<file path="config.mk">
export PLATFORM = sky130hd
export DESIGN_NAME = hb_dpwm
export DESIGN_NICKNAME = d
export VERILOG_FILES = /design/src/rtl/dpwm_pkg.sv /design/src/rtl/dpwm_regbank.sv /design/src/rtl/dpwm_sync_rx.sv /design/src/rtl/dpwm_counter.sv /design/src/rtl/dpwm_chan.sv /design/src/rtl/dpwm_sync_tx.sv /design/src/rtl/hb_dpwm.sv
export SDC_FILE = /design/constraint.sdc
export NUM_CORES = 1
export LEC_CHECK = 0
export ABC_CLOCK_PERIOD_IN_PS = 5080
export BUFFER_PORTS_ARGS = -buffer_cell sky130_fd_sc_hd__clkbuf_2
export CORE_ASPECT_RATIO = 1.75
export CORE_MARGIN = 1.5
export CORE_UTILIZATION = 65
export CTS_CLUSTER_SIZE = 24
export DETAILED_ROUTE_END_ITERATION = 6
export PLACE_DENSITY = 0.84
export SYNTH_ARGS = -nofsm -noshare
export SYNTH_HDL_FRONTEND = slang
export SYNTH_SLANG_ARGS = --single-unit
</file>
<file path="constraint.sdc">
create_clock -name clk -period 5.08 [get_ports clk]
set_input_delay 0.762 -clock clk [delete_from_list [all_inputs] [get_ports clk]]
set_output_delay 0.762 -clock clk [all_outputs]
set_load 0.02 [all_outputs]
</file>
<file path="src/rtl/dpwm_pkg.sv">
// Package: shared constants and types for the half-bridge PWM generator.
// Assumes a register-select field of SEL_W bits; select codes are fixed here.
package dpwm_pkg;

    localparam int SEL_W = 3;
    localparam int NSLOT = 5;       // period + four events

    // Register select codes seen on cfg_wr_sel
    typedef enum logic [SEL_W-1:0] {
        SEL_PRD  = 3'd0,
        SEL_EV1  = 3'd1,
        SEL_EV2  = 3'd2,
        SEL_EV3  = 3'd3,
        SEL_EV4  = 3'd4,
        SEL_CTRL = 3'd5
    } sel_e;

    // Control bits, packed so that bit 0 is the pin direction
    typedef struct packed {
        logic cl_sync_en;     // bit 2: current-limit fault fires a pulse
        logic follow_en;      // bit 1: external restart enabled
        logic pin_is_input;   // bit 0: 1 follower, 0 leader
    } ctrl_t;

    localparam ctrl_t CTRL_RST = '{cl_sync_en: 1'b0, follow_en: 1'b0, pin_is_input: 1'b1};

endpackage

</file>
<file path="src/rtl/dpwm_regbank.sv">
// Register bank: shadow and active copies of the period and event values,
// plus the control bits. Shadow values move to the active set on 'load',
// which the counter raises at every period start. Control bits apply at once.
module dpwm_regbank
    import dpwm_pkg::*;
#(
    parameter int CNT_W   = 16,
    parameter int DEF_PRD = 99
) (
    input  logic                        clk,
    input  logic                        rst_n,
    input  logic                        wr_en,
    input  logic [SEL_W-1:0]            wr_sel,
    input  logic [CNT_W-1:0]            wr_data,
    input  logic                        load,
    output logic [NSLOT-1:0][CNT_W-1:0] act,
    output ctrl_t                       ctrl
);

    logic [NSLOT-1:0][CNT_W-1:0] shadow;

    for (genvar g = 0; g < NSLOT; g++) begin : g_slot
        localparam logic [CNT_W-1:0] RST_VAL = (g == 0) ? CNT_W'(DEF_PRD) : '0;
        logic hit;
        assign hit = wr_en && (wr_sel == SEL_W'(g));

        // Capture a software write into the shadow copy
        always_ff @(posedge clk) begin
            if (!rst_n)   shadow[g] <= RST_VAL;
            else if (hit) shadow[g] <= wr_data;
        end

        // Move the shadow copy into the working set at period start
        always_ff @(posedge clk) begin
            if (!rst_n)    act[g] <= RST_VAL;
            else if (load) act[g] <= shadow[g];
        end
    end

    // Update the control bits directly on a control write
    always_ff @(posedge clk) begin
        if (!rst_n)
            ctrl <= CTRL_RST;
        else if (wr_en && (wr_sel == SEL_CTRL))
            ctrl <= ctrl_t'(wr_data[2:0]);
    end

endmodule

</file>
<file path="src/rtl/dpwm_sync_rx.sv">
// Sync receiver: brings the asynchronous sync pin into the clock domain
// through STAGES flops and flags one cycle per rising edge.
// Assumes the pin stays at each level for at least two clocks.
module dpwm_sync_rx #(
    parameter int STAGES = 2
) (
    input  logic clk,
    input  logic rst_n,
    input  logic pin,
    output logic rise
);

    logic [STAGES:0] chain;

    // Shift the pin level through the synchronizer and history flop
    always_ff @(posedge clk) begin
        if (!rst_n) chain <= '0;
        else        chain <= {chain[STAGES-1:0], pin};
    end

    assign rise = chain[STAGES-1] & ~chain[STAGES];

endmodule

</file>
<file path="src/rtl/dpwm_counter.sv">
// Switching counter: counts 0..prd and wraps; a restart forces zero.
// 'wrap' marks the last count of a period, 'start' marks any period start.
module dpwm_counter #(
    parameter int CNT_W = 16
) (
    input  logic             clk,
    input  logic             rst_n,
    input  logic [CNT_W-1:0] prd,
    input  logic             restart,
    output logic [CNT_W-1:0] cnt,
    output logic             wrap,
    output logic             start
);

    assign wrap  = (cnt >= prd);
    assign start = restart | wrap;

    // Advance, wrap or restart the count
    always_ff @(posedge clk) begin
        if (!rst_n)     cnt <= '0;
        else if (start) cnt <= '0;
        else            cnt <= cnt + 1'b1;
    end

endmodule

</file>
<file path="src/rtl/dpwm_chan.sv">
// One output channel: goes high the clock after cnt equals set_at and
// low the clock after cnt equals clr_at; the clear wins on a tie.
// Exact-equality compares only: a skipped count leaves the level unchanged.
module dpwm_chan #(
    parameter int CNT_W = 16
) (
    input  logic             clk,
    input  logic             rst_n,
    input  logic [CNT_W-1:0] cnt,
    input  logic [CNT_W-1:0] set_at,
    input  logic [CNT_W-1:0] clr_at,
    output logic             q
);

    // Apply the set or clear edge selected by the current count
    always_ff @(posedge clk) begin
        if (!rst_n)              q <= 1'b0;
        else if (cnt == clr_at)  q <= 1'b0;
        else if (cnt == set_at)  q <= 1'b1;
    end

endmodule

</file>
<file path="src/rtl/dpwm_sync_tx.sv">
// Sync transmitter: in leader mode it sends a one-clock pulse on each
// counter wrap and, if enabled, on a rising current-limit fault.
// Assumes cl_fault is synchronous to clk.
module dpwm_sync_tx (
    input  logic clk,
    input  logic rst_n,
    input  logic pin_is_input,
    input  logic cl_sync_en,
    input  logic cl_fault,
    input  logic wrap,
    output logic sync_out,
    output logic sync_oe
);

    logic fault_q;
    logic fault_rise;

    assign fault_rise = cl_fault & ~fault_q;
    assign sync_oe    = ~pin_is_input;

    // Remember the fault level for edge detection
    always_ff @(posedge clk) begin
        if (!rst_n) fault_q <= 1'b0;
        else        fault_q <= cl_fault;
    end

    // Form the registered sync pulse
    always_ff @(posedge clk) begin
        if (!rst_n) sync_out <= 1'b0;
        else        sync_out <= ~pin_is_input & (wrap | (cl_sync_en & fault_rise));
    end

endmodule

</file>
<file path="src/rtl/hb_dpwm.sv">
// Top: half-bridge PWM generator with leader/follower synchronization.
// A = events 1/2, B = events 3/4, all relative to a counter that wraps at
// the period value. Dead times are computed by software.
module hb_dpwm
    import dpwm_pkg::*;
#(
    parameter int CNT_W       = 16,
    parameter int DEF_PRD     = 99,
    parameter int SYNC_STAGES = 2
) (
    input  logic             clk,
    input  logic             rst_n,
    input  logic             cfg_wr_en,
    input  logic [2:0]       cfg_wr_sel,
    input  logic [CNT_W-1:0] cfg_wr_data,
    input  logic             sync_in,
    input  logic             cl_fault,
    output logic             sync_out,
    output logic             sync_oe,
    output logic             pwm_a,
    output logic             pwm_b,
    output logic [CNT_W-1:0] cnt_out
);

    localparam int NCH = 2;

    logic [NSLOT-1:0][CNT_W-1:0] act;
    ctrl_t                       ctrl;
    logic                        load;
    logic                        wrap;
    logic                        rise;
    logic                        restart;
    logic [NCH-1:0]              pwm;
    logic [CNT_W-1:0]            prd_act, ev1_act, ev2_act, ev3_act, ev4_act;

    assign prd_act = act[0];
    assign ev1_act = act[1];
    assign ev2_act = act[2];
    assign ev3_act = act[3];
    assign ev4_act = act[4];

    dpwm_regbank #(.CNT_W(CNT_W), .DEF_PRD(DEF_PRD)) i_regs (
        .clk(clk), .rst_n(rst_n),
        .wr_en(cfg_wr_en), .wr_sel(cfg_wr_sel), .wr_data(cfg_wr_data),
        .load(load), .act(act), .ctrl(ctrl)
    );

    dpwm_sync_rx #(.STAGES(SYNC_STAGES)) i_rx (
        .clk(clk), .rst_n(rst_n), .pin(sync_in), .rise(rise)
    );

    assign restart = rise & ctrl.follow_en & ctrl.pin_is_input;

    dpwm_counter #(.CNT_W(CNT_W)) i_cnt (
        .clk(clk), .rst_n(rst_n), .prd(prd_act), .restart(restart),
        .cnt(cnt_out), .wrap(wrap), .start(load)
    );

    for (genvar ch = 0; ch < NCH; ch++) begin : g_ch
        dpwm_chan #(.CNT_W(CNT_W)) i_chan (
            .clk(clk), .rst_n(rst_n), .cnt(cnt_out),
            .set_at(act[1 + 2*ch]), .clr_at(act[2 + 2*ch]), .q(pwm[ch])
        );
    end

    assign pwm_a = pwm[0];
    assign pwm_b = pwm[1];

    dpwm_sync_tx i_tx (
        .clk(clk), .rst_n(rst_n),
        .pin_is_input(ctrl.pin_is_input), .cl_sync_en(ctrl.cl_sync_en),
        .cl_fault(cl_fault), .wrap(wrap),
        .sync_out(sync_out), .sync_oe(sync_oe)
    );

endmodule

</file>
# Word level (Yosys, flattened, before mapping)
# Index checks and enable logic that the tools add are counted.
[totals]
word_cells = 52
register_bits = 186
inputBits = 24
out_inout_bits = 20
[classes]
n_eq_ne = 9
reduce_logical = 10
n_lt_le_gt_ge = 1
bitwise = 12
n_addsub = 1
[ops]
columns = ["operator", "n"]
rows = [
  ["$eq 16x16->1", 4],
  ["$add 16x1->16 const B", 1],
  ["$ge 16x16->1", 1],
  ["$and 1x1->1", 6],
  ["$eq 3x2->1 const B", 2],
  ["$eq 3x3->1 const B", 2],
  ["$logic_and 1x1->1", 6],
  ["$reduce_or 2->1", 3],
  ["$not 1->1", 4],
  ["$eq 3x1->1 const B", 1],
  ["$logic_not 3->1", 1],
  ["$or 1x1->1", 2],
]

# Depth between registers and ports, before layout
[depth]
depth_word = 6
mapped_depth = 10

# Cells and area by module
# Synthesis repeated with hierarchy kept, for this count alone.
[hier_totals]
hier_cells = 786
hier_area_um2 = 8150.3
[by_module_without_submodules]
columns = ["mod", "cells_per_inst", "instances", "area_each_um2"]
rows = [
  ["dpwm_regbank", 554, 1, 6119.6],
  ["dpwm_counter", 130, 1, 1082.3],
  ["dpwm_chan", 44, 2, 390.4],
  ["dpwm_sync_rx", 7, 1, 92.6],
  ["dpwm_sync_tx", 6, 1, 68.8],
  ["hb_dpwm", 1, 1, 6.3],
]

# Worst setup path before layout
# Ideal clock, no wire load.
[synth_path]
path_type = "register to register"
from = "register i_cnt.cnt[0]"
to = "register i_cnt.cnt[10]"
path_buffers = 3
setup_slack_ps = 2637
path_stages_with_launch = 11
synth_period_minus_slack_ps = 2443
setup_time_ps = 78
arrival_ps = 2365
path_cell_list = "dfxtp_1 > clkbuf_1 > inv_1 > ha_1 > nand2b_1 > a2111oi_0 > o31a_1 > nand2_2 > buf_6 > buf_2 > nor3_1"
[synth_via]
elab_chain_cells = 3
elab_cells_between_ends = 4
classes_between = "add/sub: 1; order compare: 1; bitwise: 1; reduce/logical: 1"
[synth_lines]
columns = ["element", "line_no", "rtl"]
rows = [
  ["start, declared", "dpwm_counter.sv:10", "output logic [CNT_W-1:0] cnt,"],
  ["start signal, assigned", "dpwm_counter.sv:22", "else cnt <= cnt + 1'b1;"],
  ["$ge 16x16->1", "dpwm_counter.sv:15", "assign wrap = (cnt >= prd);"],
  ["$or 1x1->1", "dpwm_counter.sv:16", "assign start = restart | wrap;"],
  ["$reduce_or 2->1 (no line)", "-", ""],
]
# Several ways; a longest one is shown, not always the timed one.
# A chain may end at the register's enable or synchronous reset.

# Worst setup path in the final report
[layout_path]
from = "register i_cnt.cnt[10]"
to = "register i_regs.act[26] in the netlist's numbering"
[layout_via]
elab_chain_cells = 2
[layout_lines]
columns = ["element", "line_no", "rtl"]
rows = [
  ["$ge 16x16->1", "dpwm_counter.sv:15", ""],
  ["$or 1x1->1", "dpwm_counter.sv:16", ""],
  ["end signal, assigned by index", "dpwm_regbank.sv:36", "else if (load) act[g] <= shadow[g];"],
  ["end, declared", "dpwm_regbank.sv:16", "output logic [NSLOT-1:0][CNT_W-1:0] act,"],
]
# Every way passes these cells.

==> metrics.md <==
| Metric | Value |
|---|---|
| Slowest cell on crit path | nand2_4 |
| CP Max Fanout | 50 |
| Die X | roughly 88 um |
| Post-synth EDFFs | 0 |
| Core ar. | about 12000 um^2 |
| Post-DP HPWL | ~15000 um |
| # DRC | 0 |
| Initial antenna violation count | 0 |
| Avg Vias per Cell | 5.77 |
| R2R Setup Slk | ~1.9 ns |
| Final setup viols | 0 |
| Hold-fix buffers, CTS | 0 |
| Gpl congestion | 0.992 |
| Total Die Area | approximately 13000 um^2 |
| Post-Layout Inst Area | just under 9000 um^2 |
| Pre-CTS setup slack | 1.92 ns |
| Top-area cell type share of the netlist area | 45.8% |
| Cts repair resizes | 0 |
| VDD IR-drop max | about 0.24 mV |
| Syn_area_per_cell | 8.49 um^2 |
| Hold Slack | approximately 0.46 ns |
| Final period util | between 60 and 70% |
| Clock latency at the later pin of the worst-skew pair | roughly 0.44 ns |
| Layout cells sized above 1 | between 8 and 9% |
| Initial drt markers | around 550 |
| Top FF cell, synth | dfxtp_1 |
| Headroom to the max-slew limit | about two fifths |
| Fillers | roughly 950 |
| Post-route ant nets | 0 |
| Cell variety after synth | 40 |
| Synth top area cells | dfxtp_1 46%, nand2_1 15%, mux2i_1 10% |
| Total Wirelength | 22000 um |
| Min-delay worst type | flip-flop to flip-flop |
| Pre-antenna DRT Iters | 5 |
| Startpoint Class | flip-flop |
| Cell Rows | 53 |
| Global-route wire length before repair | approximately 34000 um |
| Net Count, Synth | 999 |
| Asr flop ratio synth | 0% |
| Routed vias | approximately 6500 |
| CTS root buf | clkbuf_16 |
| GRT overflow | 0 |
| Util after Layout | between 70% and 80% |
| Final worst slack | about 1.9 ns |
| Crit path max-delay family | simple AND/OR/NAND/NOR gates |
| Clk pin slew, worst setup/hold paths | approximately 0.070 ns |
| CTS tree | done |
| Die Y | between 150 and 200 um |
| WP data required | between 5 and 6 ns |
| Outcome | complete, no violations |
| Hold depth | 1 |
| Critical path type | flip-flop to flip-flop |
| FF+latch count, synth | 186 |
| Crit path buffers/inverters | 1 |
| CTS Buf Count | 17 |
| Max-Cap Viols | 0 |
| Crit. End Element | flip-flop |
| # diodes | 0 |
| Post-Syn Instances | approximately 960 |
| RSZ-0062 raised after global routing | false |
| Largest net degree at the start of global routing | 97 |
| # nets final | roughly 1000 |
| Skew final | ~0.0066 ns |
| Max Root-Sink Buffers | 2 |
| Synthesized area | 8130 um^2 |
| Worst R2R Path Depth | 7 |
| Gr usage total | about a third |
| Routed len/inst | just under 20 um |
| Critical path, cell by cell | ha_1 > nand4_1 > or3_1 > o31a_1 > nand2_4 > buf_4 > mux2i_1 |
| Post-CTS Setup Bufs | 0 |
| Worst Max-Slew Pin Slew | approximately 0.9 ns |
| Ys Warns | 0 |
| Critical Path Max Stage Delay | around 0.64 ns |
| Hold Vio Cnt, Final | 0 |
| Final min period | between 3 and 4 ns |
| Initial core utilization | 67.0% |
| Leakage power | approximately 3.3 nW |
| Synth area leader | dfxtp_1 |
| Worst r2r dst | i_regs.act[26] |
| Worst hold endpoint | i_rx.chain[1] |
| H-Tree Depth | 4 |
| Seq/Total Area, Yosys | 45.8% |
| Pwr dens | 340 nW/um^2 |
| IO Count | 44 |
| Fmax | roughly 0.31 GHz |
| Slew Limit Fails | 0 |
| Worst hold start | i_rx.chain[0] |
| RR Startpoint | i_cnt.cnt[10] |
| CP arrival | 3.57 ns |
| Synthesis-to-layout area growth | 9.13% |
| Number of buffers added on ports | 43 |
| CTS Sinks | between 150 and 200 |
| Cell Area, Placed | between 8000 and 9000 um^2 |
| Vias in the first global route | 6315 |
| Setup TNS | 0 ns |
## per-layer routing
metal,global-route usage (%),share of wire (%)
met1,41.1,38
met5,0,0
met3,5.07,5.9
met4,21.0,5.7
met2,59.1,50
## synthesized netlist by cell type, types with 3 or more instances
library cell and count:
clkbuf_1 58, nand4_1 15, nand3_1 14, ha_1 17
nand2_1 321, buf_1 3, inv_1 19, a21boi_0 19
nor2_1 14, nor3_1 15, xor2_1 43, mux2i_1 83
and2_1 7, buf_4 3, nor4_1 9, and3_1 6
a21oi_1 61, dfxtp_1 186, xnor2_1 35, and4_1 3
buf_8 4
## worst reg2reg max path: cells and delay by family, from the launching register on
| kind | cells | cell delay [ns] |
|---|---|---|
| compound gates | 1 | 0.35 |
| buf+inv | 1 | 0.53 |
| fa+ha+maj | 1 | 0.24 |
| mux | 1 | 0.25 |
| flops | 1 | 0.60 |
| simple gates | 3 | 1.18 |
## registers in the layout, indices dropped and copies added (netlist names)
signal	cells
i_rx.chain	3
i_regs.ctrl	3
i_tx.sync_out	1
i_cnt.cnt	16
g_ch.i_chan.q	2
i_tx.fault_q	1
i_regs.act	80
i_regs.shadow	80
## area by class of cell
cell class	count	area [um^2]	area share, %
multi-input cells	682	4000	45.1
flip-flops and latches	186	3720	42.0
clock buffers	18	429	4.84
repair buffers	48	255	2.88
well taps	165	206	2.33
clock inverters	14	185	2.09
inverters	19	71.3	0.804
## kinds of logic (layout without fill, tap and decap cells)
family                     count (synthesis)  count (layout)  synth area share, %
and+or+nand+nor                          412             412                 21.1
DFF                                      186             186                 45.8
AOI/OAI and AO/OA                         92              92                 6.83
buffers and inverters                     90              99                 5.05
muxes                                     83              83                 10.2
xor gates and xnor gates                  78              78                 8.40
adders and majority gates                 17              17                 2.62
## report_power, final
group / leakage, nW / switching [mW] / total, mW / internal, mW
clock: 0.295 / 0.599 / 1.39 / 0.787
sequential: 1.50 / 0.0211 / 1.50 / 1.48
combinational: 1.48 / 0.0957 / 0.137 / 0.0409
total: 3.28 / 0.716 / 3.02 / 2.30
## placed cells by master, fill, tap and decap left out, types with 3 or more instances in the layout
| cell type | n |
|---|---|
| and3_1 | 6 |
| and2_1 | 7 |
| clkbuf_16 | 17 |
| inv_6 | 3 |
| inv_1 | 18 |
| nor3_1 | 15 |
| ha_1 | 17 |
| clkinv_4 | 3 |
| and4_1 | 3 |
| clkbuf_2 | 42 |
| buf_4 | 6 |
| xnor2_1 | 35 |
| a21boi_0 | 19 |
| dfxtp_1 | 186 |
| nand3_1 | 14 |
| nand2_1 | 321 |
| mux2i_1 | 83 |
| a21oi_1 | 61 |
| nor2_1 | 14 |
| nor4_1 | 9 |
| bufinv_16 | 3 |
| nand4_1 | 15 |
| xor2_1 | 43 |
## worst max path at each step
| stage | startpoint | to | slack, ns | depth (start not counted) |
|---|---|---|---|---|
| after detailed placement | i_cnt.cnt[10] | i_regs.act[26] | 1.92 | 7 |
| after global placement | i_cnt.cnt[13] | i_regs.act[53] | 2.01 | 7 |
| final | i_cnt.cnt[10] | i_regs.act[26] | 1.87 | 7 |
| after global routing | i_cnt.cnt[0] | i_cnt.cnt[2] | 1.70 | 8 |
| after CTS | i_cnt.cnt[10] | i_regs.act[15] | 1.87 | 7 |
| after floorplan | i_cnt.cnt[0] | i_cnt.cnt[10] | 2.64 | 10 |
## stage by stage
step	power [mW]	instances
final	3.02	1132
after global routing	3.09	1132
after CTS	3.02	1132
after detailed placement	1.66	1100
after global placement	1.66	1100
after floorplan	1.61	958
Power figures use the tool's default switching activity.
